File: config.mk
export PLATFORM = sky130hd
export DESIGN_NAME = cfgspi_slave
export DESIGN_NICKNAME = d
export VERILOG_FILES = /design/src/rtl/cfgspi_pkg.sv /design/src/rtl/cfgspi_sync.sv /design/src/rtl/cfgspi_serial.sv /design/src/rtl/cfgspi_regs.sv /design/src/rtl/cfgspi_slave.sv
export SDC_FILE = /design/constraint.sdc
export NUM_CORES = 1
export LEC_CHECK = 0
export BUFFER_PORTS_ARGS = -buffer_cell sky130_fd_sc_hd__buf_2
export CAP_MARGIN = 10
export CORE_ASPECT_RATIO = 1.2
export CORE_MARGIN = 2
export CORE_UTILIZATION = 25
export DETAILED_ROUTE_END_ITERATION = 7
export SLEW_MARGIN = 20
export SYNTH_ARGS = -nofsm -noshare
export SYNTH_HDL_FRONTEND = slang
export SYNTH_HIERARCHICAL = 1
export SYNTH_SLANG_ARGS = --single-unit
File: constraint.sdc
create_clock -name clk -period 3.8 [get_ports clk]
set_clock_uncertainty 0.15 [all_clocks]
set_input_delay 0.76 -clock clk [delete_from_list [all_inputs] [get_ports clk]]
set_output_delay 0.76 -clock clk [all_outputs]
set_load 0.01 [all_outputs]
File: src/rtl/cfgspi_pkg.sv
package cfgspi_pkg;
  localparam int BYTE_W  = 8;
  localparam int ADDR_W  = BYTE_W - 1;
  localparam int CDIV_W  = 2;
  localparam int OMODE_W = 3;
  localparam int FMT_W   = 3;
  localparam int SYNC_N  = 2;

  typedef logic [BYTE_W-1:0] byte_t;
  typedef logic [ADDR_W-1:0] addr_t;

  localparam addr_t A_PORT  = 7'h00;
  localparam addr_t A_BEND  = 7'h02;
  localparam addr_t A_ID    = 7'h08;
  localparam addr_t A_REV   = 7'h09;
  localparam addr_t A_OFS   = 7'h20;
  localparam addr_t A_GAIN  = 7'h22;
  localparam addr_t A_CDIV  = 7'h72;
  localparam addr_t A_OMODE = 7'h73;
endpackage

File: src/rtl/cfgspi_sync.sv
module cfgspi_sync #(
  parameter int           W       = 1,
  parameter int           STAGES  = 2,
  parameter logic [W-1:0] RST_VAL = '0
) (
  input  logic         clk,
  input  logic         rst_n,
  input  logic [W-1:0] d,
  output logic [W-1:0] q
);
  logic [W-1:0] stg [STAGES];

  genvar g;
  generate
    for (g = 0; g < STAGES; g++) begin : g_stage
      if (g == 0) begin : g_first
        always_ff @(posedge clk or negedge rst_n) begin
          if (!rst_n) stg[g] <= RST_VAL;
          else        stg[g] <= d;
        end
      end else begin : g_next
        always_ff @(posedge clk or negedge rst_n) begin
          if (!rst_n) stg[g] <= RST_VAL;
          else        stg[g] <= stg[g-1];
        end
      end
    end
  endgenerate

  assign q = stg[STAGES-1];
endmodule

File: src/rtl/cfgspi_serial.sv
module cfgspi_serial
  import cfgspi_pkg::*;
(
  input  logic  clk,
  input  logic  rst_n,
  input  logic  sclk_s,
  input  logic  csn_s,
  input  logic  sdi_s,
  input  logic  lsb_first,
  input  addr_t burst_end,
  input  byte_t rdata,
  output addr_t cur_addr,
  output logic  we,
  output addr_t waddr,
  output byte_t wdata,
  output logic  out_bit,
  output logic  drive
);
  localparam int CW = $clog2(BYTE_W);
  localparam logic [CW-1:0] LAST = CW'(BYTE_W - 1);

  logic          sclk_d_q;
  logic [CW-1:0] cnt_q, cnt_n;
  logic          instr_q, instr_n;
  logic          rw_q, rw_n;
  addr_t         addr_q, addr_n;
  byte_t         sr_q, sr_n;
  byte_t         txb_q, txb_n;
  logic          ld_q, ld_n;
  logic          out_q, out_n;
  logic          drv_q, drv_n;
  logic          we_q, we_n;
  addr_t         wa_q, wa_n;
  byte_t         wd_q, wd_n;

  logic          rise, fall, last;
  byte_t         shifted;
  addr_t         step_addr;
  logic [CW-1:0] bit_sel;

  always_comb begin
    rise      = sclk_s & ~sclk_d_q & ~csn_s;
    fall      = ~sclk_s & sclk_d_q & ~csn_s;
    last      = (cnt_q == LAST);
    shifted   = lsb_first ? {sdi_s, sr_q[BYTE_W-1:1]} : {sr_q[BYTE_W-2:0], sdi_s};
    bit_sel   = lsb_first ? cnt_q : (LAST - cnt_q);
    if (addr_q == burst_end)  step_addr = addr_q;
    else if (lsb_first)       step_addr = addr_q - addr_t'(1);
    else                      step_addr = addr_q + addr_t'(1);
  end

  always_comb begin
    cnt_n   = cnt_q;
    instr_n = instr_q;
    rw_n    = rw_q;
    addr_n  = addr_q;
    sr_n    = sr_q;
    txb_n   = txb_q;
    ld_n    = 1'b0;
    out_n   = out_q;
    drv_n   = drv_q;
    we_n    = 1'b0;
    wa_n    = wa_q;
    wd_n    = wd_q;
    if (ld_q) txb_n = rdata;
    if (csn_s) begin
      cnt_n   = '0;
      instr_n = 1'b0;
      drv_n   = 1'b0;
    end else begin
      if (rise) begin
        sr_n  = shifted;
        cnt_n = last ? '0 : cnt_q + CW'(1);
        if (last) begin
          if (!instr_q) begin
            instr_n = 1'b1;
            rw_n    = shifted[BYTE_W-1];
            addr_n  = shifted[ADDR_W-1:0];
            ld_n    = shifted[BYTE_W-1];
            drv_n   = shifted[BYTE_W-1];
          end else begin
            we_n   = ~rw_q;
            wa_n   = addr_q;
            wd_n   = shifted;
            addr_n = step_addr;
            ld_n   = rw_q;
          end
        end
      end
      if (fall && drv_q) out_n = txb_q[bit_sel];
    end
  end

  always_ff @(posedge clk or negedge rst_n) begin
    if (!rst_n) begin
      sclk_d_q <= 1'b0;
      cnt_q    <= '0;
      instr_q  <= 1'b0;
      rw_q     <= 1'b0;
      addr_q   <= '0;
      sr_q     <= '0;
      txb_q    <= '0;
      ld_q     <= 1'b0;
      out_q    <= 1'b0;
      drv_q    <= 1'b0;
      we_q     <= 1'b0;
      wa_q     <= '0;
      wd_q     <= '0;
    end else begin
      sclk_d_q <= sclk_s;
      cnt_q    <= cnt_n;
      instr_q  <= instr_n;
      rw_q     <= rw_n;
      addr_q   <= addr_n;
      sr_q     <= sr_n;
      txb_q    <= txb_n;
      ld_q     <= ld_n;
      out_q    <= out_n;
      drv_q    <= drv_n;
      we_q     <= we_n;
      wa_q     <= wa_n;
      wd_q     <= wd_n;
    end
  end

  assign cur_addr = addr_q;
  assign we       = we_q;
  assign waddr    = wa_q;
  assign wdata    = wd_q;
  assign out_bit  = out_q;
  assign drive    = drv_q;
endmodule

File: src/rtl/cfgspi_regs.sv
module cfgspi_regs
  import cfgspi_pkg::*;
#(
  parameter byte_t CHIP_ID  = 8'h5C,
  parameter byte_t CHIP_REV = 8'h01
) (
  input  logic               clk,
  input  logic               rst_n,
  input  logic               we,
  input  addr_t              waddr,
  input  byte_t              wdata,
  input  addr_t              raddr,
  output byte_t              rdata,
  output logic               wire4,
  output logic               lsb_first,
  output addr_t              burst_end,
  output logic [CDIV_W-1:0]  clk_div,
  output logic [OMODE_W-1:0] out_mode,
  output logic [FMT_W-1:0]   data_fmt,
  output byte_t              offset_coarse,
  output byte_t              gain_coarse
);
  logic [1:0]         port_q, port_n;
  addr_t              bend_q, bend_n;
  byte_t              ofs_q, ofs_n;
  byte_t              gain_q, gain_n;
  logic [CDIV_W-1:0]  cdiv_q, cdiv_n;
  logic [OMODE_W-1:0] omode_q, omode_n;
  logic [FMT_W-1:0]   fmt_q, fmt_n;

  always_comb begin
    port_n  = port_q;
    bend_n  = bend_q;
    ofs_n   = ofs_q;
    gain_n  = gain_q;
    cdiv_n  = cdiv_q;
    omode_n = omode_q;
    fmt_n   = fmt_q;
    if (we) begin
      case (waddr)
        A_PORT:  port_n  = wdata[7:6];
        A_BEND:  bend_n  = wdata[ADDR_W-1:0];
        A_OFS:   ofs_n   = wdata;
        A_GAIN:  gain_n  = wdata;
        A_CDIV:  cdiv_n  = wdata[CDIV_W-1:0];
        A_OMODE: begin
          omode_n = wdata[7:5];
          fmt_n   = wdata[FMT_W-1:0];
        end
        default: ;
      endcase
    end
  end

  always_ff @(posedge clk or negedge rst_n) begin
    if (!rst_n) begin
      port_q  <= '0;
      bend_q  <= '0;
      ofs_q   <= '0;
      gain_q  <= '0;
      cdiv_q  <= '0;
      omode_q <= '0;
      fmt_q   <= '0;
    end else begin
      port_q  <= port_n;
      bend_q  <= bend_n;
      ofs_q   <= ofs_n;
      gain_q  <= gain_n;
      cdiv_q  <= cdiv_n;
      omode_q <= omode_n;
      fmt_q   <= fmt_n;
    end
  end

  always_comb begin
    case (raddr)
      A_PORT:  rdata = {port_q, 6'b0};
      A_BEND:  rdata = {1'b0, bend_q};
      A_ID:    rdata = CHIP_ID;
      A_REV:   rdata = CHIP_REV;
      A_OFS:   rdata = ofs_q;
      A_GAIN:  rdata = gain_q;
      A_CDIV:  rdata = {{(BYTE_W-CDIV_W){1'b0}}, cdiv_q};
      A_OMODE: rdata = {omode_q, 2'b0, fmt_q};
      default: rdata = '0;
    endcase
  end

  assign wire4         = port_q[1];
  assign lsb_first     = port_q[0];
  assign burst_end     = bend_q;
  assign clk_div       = cdiv_q;
  assign out_mode      = omode_q;
  assign data_fmt      = fmt_q;
  assign offset_coarse = ofs_q;
  assign gain_coarse   = gain_q;
endmodule

File: src/rtl/cfgspi_slave.sv
module cfgspi_slave
  import cfgspi_pkg::*;
#(
  parameter byte_t CHIP_ID  = 8'h5C,
  parameter byte_t CHIP_REV = 8'h01
) (
  input  logic               clk,
  input  logic               rst_n,
  input  logic               sclk,
  input  logic               csn,
  input  logic               sdio_i,
  output logic               sdio_o,
  output logic               sdio_oe,
  output logic               sdo,
  output logic               sdo_oe,
  output logic [CDIV_W-1:0]  clk_div,
  output logic [OMODE_W-1:0] out_mode,
  output logic [FMT_W-1:0]   data_fmt,
  output byte_t              offset_coarse,
  output byte_t              gain_coarse
);
  logic [2:0] pins_s;
  logic       wire4, lsb_first;
  addr_t      burst_end, cur_addr, reg_waddr;
  byte_t      rdata, reg_wdata;
  logic       reg_we, out_bit, drive;

  cfgspi_sync #(.W(3), .STAGES(SYNC_N), .RST_VAL(3'b010)) u_sync (
    .clk   (clk),
    .rst_n (rst_n),
    .d     ({sclk, csn, sdio_i}),
    .q     (pins_s)
  );

  cfgspi_serial u_serial (
    .clk       (clk),
    .rst_n     (rst_n),
    .sclk_s    (pins_s[2]),
    .csn_s     (pins_s[1]),
    .sdi_s     (pins_s[0]),
    .lsb_first (lsb_first),
    .burst_end (burst_end),
    .rdata     (rdata),
    .cur_addr  (cur_addr),
    .we        (reg_we),
    .waddr     (reg_waddr),
    .wdata     (reg_wdata),
    .out_bit   (out_bit),
    .drive     (drive)
  );

  cfgspi_regs #(.CHIP_ID(CHIP_ID), .CHIP_REV(CHIP_REV)) u_regs (
    .clk           (clk),
    .rst_n         (rst_n),
    .we            (reg_we),
    .waddr         (reg_waddr),
    .wdata         (reg_wdata),
    .raddr         (cur_addr),
    .rdata         (rdata),
    .wire4         (wire4),
    .lsb_first     (lsb_first),
    .burst_end     (burst_end),
    .clk_div       (clk_div),
    .out_mode      (out_mode),
    .data_fmt      (data_fmt),
    .offset_coarse (offset_coarse),
    .gain_coarse   (gain_coarse)
  );

  assign sdo     = out_bit;
  assign sdio_o  = out_bit;
  assign sdo_oe  = drive & wire4;
  assign sdio_oe = drive & ~wire4;
endmodule

==> summary.txt <==
Outcome
  – Status: finished clean

Route
  – Drt wl/cell: between 15 and 20 um
  – Remaining DRCs: 0
  – Final WL: roughly 11000 um
  – Routed vias: slightly above 3k
  – Drt first pass iters: 5
  – Number of DRC markers in iteration 0: about 260
  – Vias per Instance: just under 5
  – Antenna Nets Post-Route: 0

STA
  – Tmin final: ~2.4 ns
  – RSZ-0062 raised after global routing: no
  – Final setup vio count: 0
  – Final critical-path share of the clock period: between 60% and 70%
  – Fin. Hold Viols: 0
  – Max-slew violation count: 0
  – Setup_tns: 0 ns
  – Max-slew headroom: between 40% and 50%
  – Fmax: 412 MHz
  – Slew @ Worst Pin: about 0.89 ns
  – Worst hold slack: between 0.15 and 0.2 ns

Clock tree
  – Clock sinks: 87
  – Num CTS Buffers: 9
  – Clock root cell: clkbuf_16
  – Clock Tree Buf Depth: 2
  – Worst skew pair latency: roughly 0.34 ns
  – Clock-pin slew on the worst setup and hold paths: around 0.060 ns
  – Setup Buffers After CTS: 0
  – TritonCTS clock tree: built
  – H-tree levels: 3
  – Post_cts resized: 0
  – Hold Buf Count CTS: 0

Yosys
  – Post-synthesis net count: between 300 and 400
  – Synth top area share: between 40% and 50%
  – Adder-cell area share of the yosys netlist: under 10%
  – Xor/xnor share of the synthesized area: 1.41%
  – Seq/Total Area, Yosys: approximately half
  – Synth Warn #: 6
  – Synth cell types: 54
  – Largest family of logic cells by synthesized area: multiplexers
  – Synth Register Bits: 87
  – Area leader, netlist: dfrtp_1
  – Post-synthesis compound-gate area fraction: ~9.8%
  – Synth cell count leaders: dfrtp_1 (85), mux2_2 (46), nand2_1 (33)
  – Share of flip-flops with an asynchronous set or reset: between 90% and 100%
  – Syn avg cell area: 11.3 um^2
  – Main synth FF type: dfrtp_1
  – Synth Area in Simple Gates: between 10 and 15%
  – Area of the mapped netlist: between 4000 and 5000 um^2
  – Mux cell area share after synthesis: roughly 20%
  – Synth top area cells: dfrtp_1 (49%), mux2_2 (12%), mux2i_1 (3.7%)
  – Mapped Cells: roughly 380
  – Most frequent cell after synthesis: dfrtp_1
  – EDFF count, synth: 0

Setup path
  – CP Data Required Time: 3.92 ns
  – Slowest stage delay, CP: between 0.6 and 0.7 ns
  – Crit-path cells: inv_1 -> fa_1 -> nand2b_1 -> a21oi_1 -> mux2i_1 -> a2111o_1 -> nand3_1
  – Max stage delay cell, worst path: dfrtp_1
  – Crit. path cell count: 7
  – Path type of the worst setup path: reg -> reg
  – Crit path capture type: register
  – Top delay family on crit path: flip-flops
  – Length in cells of the worst reg-to-reg path: 7
  – WP buf/inv: 1
  – Startpoint types: register
  – Crit Path Max Fanout: 17
  – CP arrival: around 2.6 ns

Run
  – Number of max-cap violations: 0

Power and ir drop
  – Switching Share: about a quarter
  – Total Power: ~1.9 mW
  – Comb power frac: 5.1%
  – Peak supply drop: ~0.20 mV
  – Pleak: between 2 and 2.5 nW
  – Flop pwr share: slightly above 50%
  – Pwr per Cell Area: between 300 and 400 nW/um^2
  – Clock share of power: between 40% and 50%
  – Switching power: 442 uW
  – Int Power: 1.44 mW

GRT
  – First-pass GRT wire length: about 17000 um
  – Number of global-route vias before repair: 3071
  – Largest net degree at the start of global routing: 32
  – Total grt overflow: 0
  – Initial antenna violation count: 0
  – GR Util All Layers: 11.8%

Floorplan
  – Row cnt: 52
  – Die W: between 100 and 150 um
  – CORE AREA: between 15000 and 20000 um^2
  – # IOs: 33
  – Die Y: about 150 um
  – Total die area: around 18000 um^2
  – Initial Utilization: about a quarter

Layout
  – ANT cells: 0
  – Nets@finish: around 420
  – Area taken by multi-input logic gates: 2010 um^2
  – Fill count: between 1.5k and 2k
  – Share of layout cells above drive strength 1: 27.7%
  – Area occupied by registers: about 2200 um^2
  – Area grow syn2layout: 14.5%

Placed design
  – PortBufs: 32
  – Detailed placer's ending HPWL: around 8000 um
  – RD Place Congestion: between 0.8 and 0.9

Min path
  – Hold Crit Class: in -> async
[path summary, 6_finish.rpt]
path	slack, ns	startpoint	endpoint
min in group clk	0.20	u_sync/stg[5]$_DFF_PN0_	u_sync/q[2]$_DFF_PN0_
hold reg to reg	0.20	u_sync/stg[5]$_DFF_PN0_	u_sync/q[2]$_DFF_PN0_
hold / removal	0.18	rst_n	u_serial/waddr[4]$_DFFE_PN0P_
max in group asynchronous	2.55	rst_n	u_sync/q[1]$_DFF_PN1_
setup / recovery	1.37	u_serial/cur_addr[1]$_DFFE_PN0P_	u_serial/cur_addr[6]$_DFFE_PN0P_
setup reg to reg	1.37	u_serial/cur_addr[1]$_DFFE_PN0P_	u_serial/cur_addr[6]$_DFFE_PN0P_
[power by group through the flow]
stage	combinational (mW)	sequential [mW]	clock (mW)
global route	0.111	0.977	0.885
global placement	0.0953	0.990	0
detailed placement	0.0981	0.991	0
CTS	0.0983	0.974	0.842
finish	0.0959	0.974	0.815
floorplan	0.0607	0.982	0
[sequential cells by signal, summed over array words and instances (netlist names), 3 cells and up]
register	flops
u_regs/burst_end	7
u_regs/data_fmt	3
u_regs/gain_coarse	8
u_regs/offset_coarse	8
u_regs/out_mode	3
u_serial/cnt_q	3
u_serial/cur_addr	7
u_serial/sr_q	8
u_serial/txb_q	8
u_serial/waddr	7
u_serial/wdata	8
u_sync/q	3
u_sync/stg	3
[cell families (layout without fill, tap and decap cells)]
kind of cell,Yosys count,count (layout)
and+or+nand+nor,108,108
DFF,87,87
muxes,72,72
AOI/OAI and AO/OA,70,70
buffers and inverters,32,63
adders and majority gates,8,8
xor gates and xnor gates,7,7
[layer usage]
metal	vias up	wire length, um	track usage (%)
met3	18	416	2.81
met4	0	212	4.72
met5	-	0	0
met2	83	5460	19.9
met1	1541	4490	14.6
li1	1442	-	-
[worst register-to-register path, cell delays in order (launching register included)]
cell and delay (ns):
dfrtp_1 0.69, inv_1 0.14, fa_1 0.42, nand2b_1 0.18
a21oi_1 0.20, mux2i_1 0.13, a2111o_1 0.37, nand3_1 0.08
[cell usage in the layout (no fill, tap or decap), types with 2 or more instances in the layout]
cell        synthesis  final
nand3_1             5      5
o31ai_1             2      2
a21oi_1            19     19
buf_2               4     31
mux2i_1            16     16
or3_1               2      2
mux2_4              7      7
and2_1              3      3
mux4_2              2      2
o21ai_1             2      2
clkbuf_16           0      9
ha_1                7      7
a31oi_1             4      4
mux2_2             46     46
and3_1              2      2
a221o_1             3      3
nor3_1             10     10
xnor2_1             7      7
nand4_1             4      4
inv_1              10     10
a22oi_1             5      5
nor2b_1             7      7
nor4_1              2      2
clkinv_2            0      2
a2111o_1            2      2
o21ai_0            26     26
nor2_1             25     25
nor4b_1             3      3
nand2_1            33     33
buf_4               4      5
clkinvlp_4          0      2
dfrtp_1            85     85
dfstp_2             2      2
[area by class of cell]
| class | count | area share, % |
|---|---|---|
| multi-input combinational | 265 | 40.5 |
| tap | 216 | 5.43 |
| sequential | 87 | 43.8 |
| clock inverter | 5 | 0.679 |
| clock buffer | 11 | 4.88 |
| timing repair buffer | 36 | 3.87 |
| inverter | 11 | 0.830 |
[metrics by stage]
step / instance area (um^2) / worst slack (ns) / instances / utilization (%)
after global routing: 4970 / 1.21 / 631 / 29.4
after CTS: 4970 / 1.37 / 631 / 29.4
after global placement: 4700 / 1.43 / 615 / 27.8
after detailed placement: 4700 / 1.39 / 615 / 27.8
final: 4970 / 1.37 / 631 / 29.4
after floorplan: 4340 / 1.43 / 384 / -
Note: power is estimated with default switching activity, not from simulation.
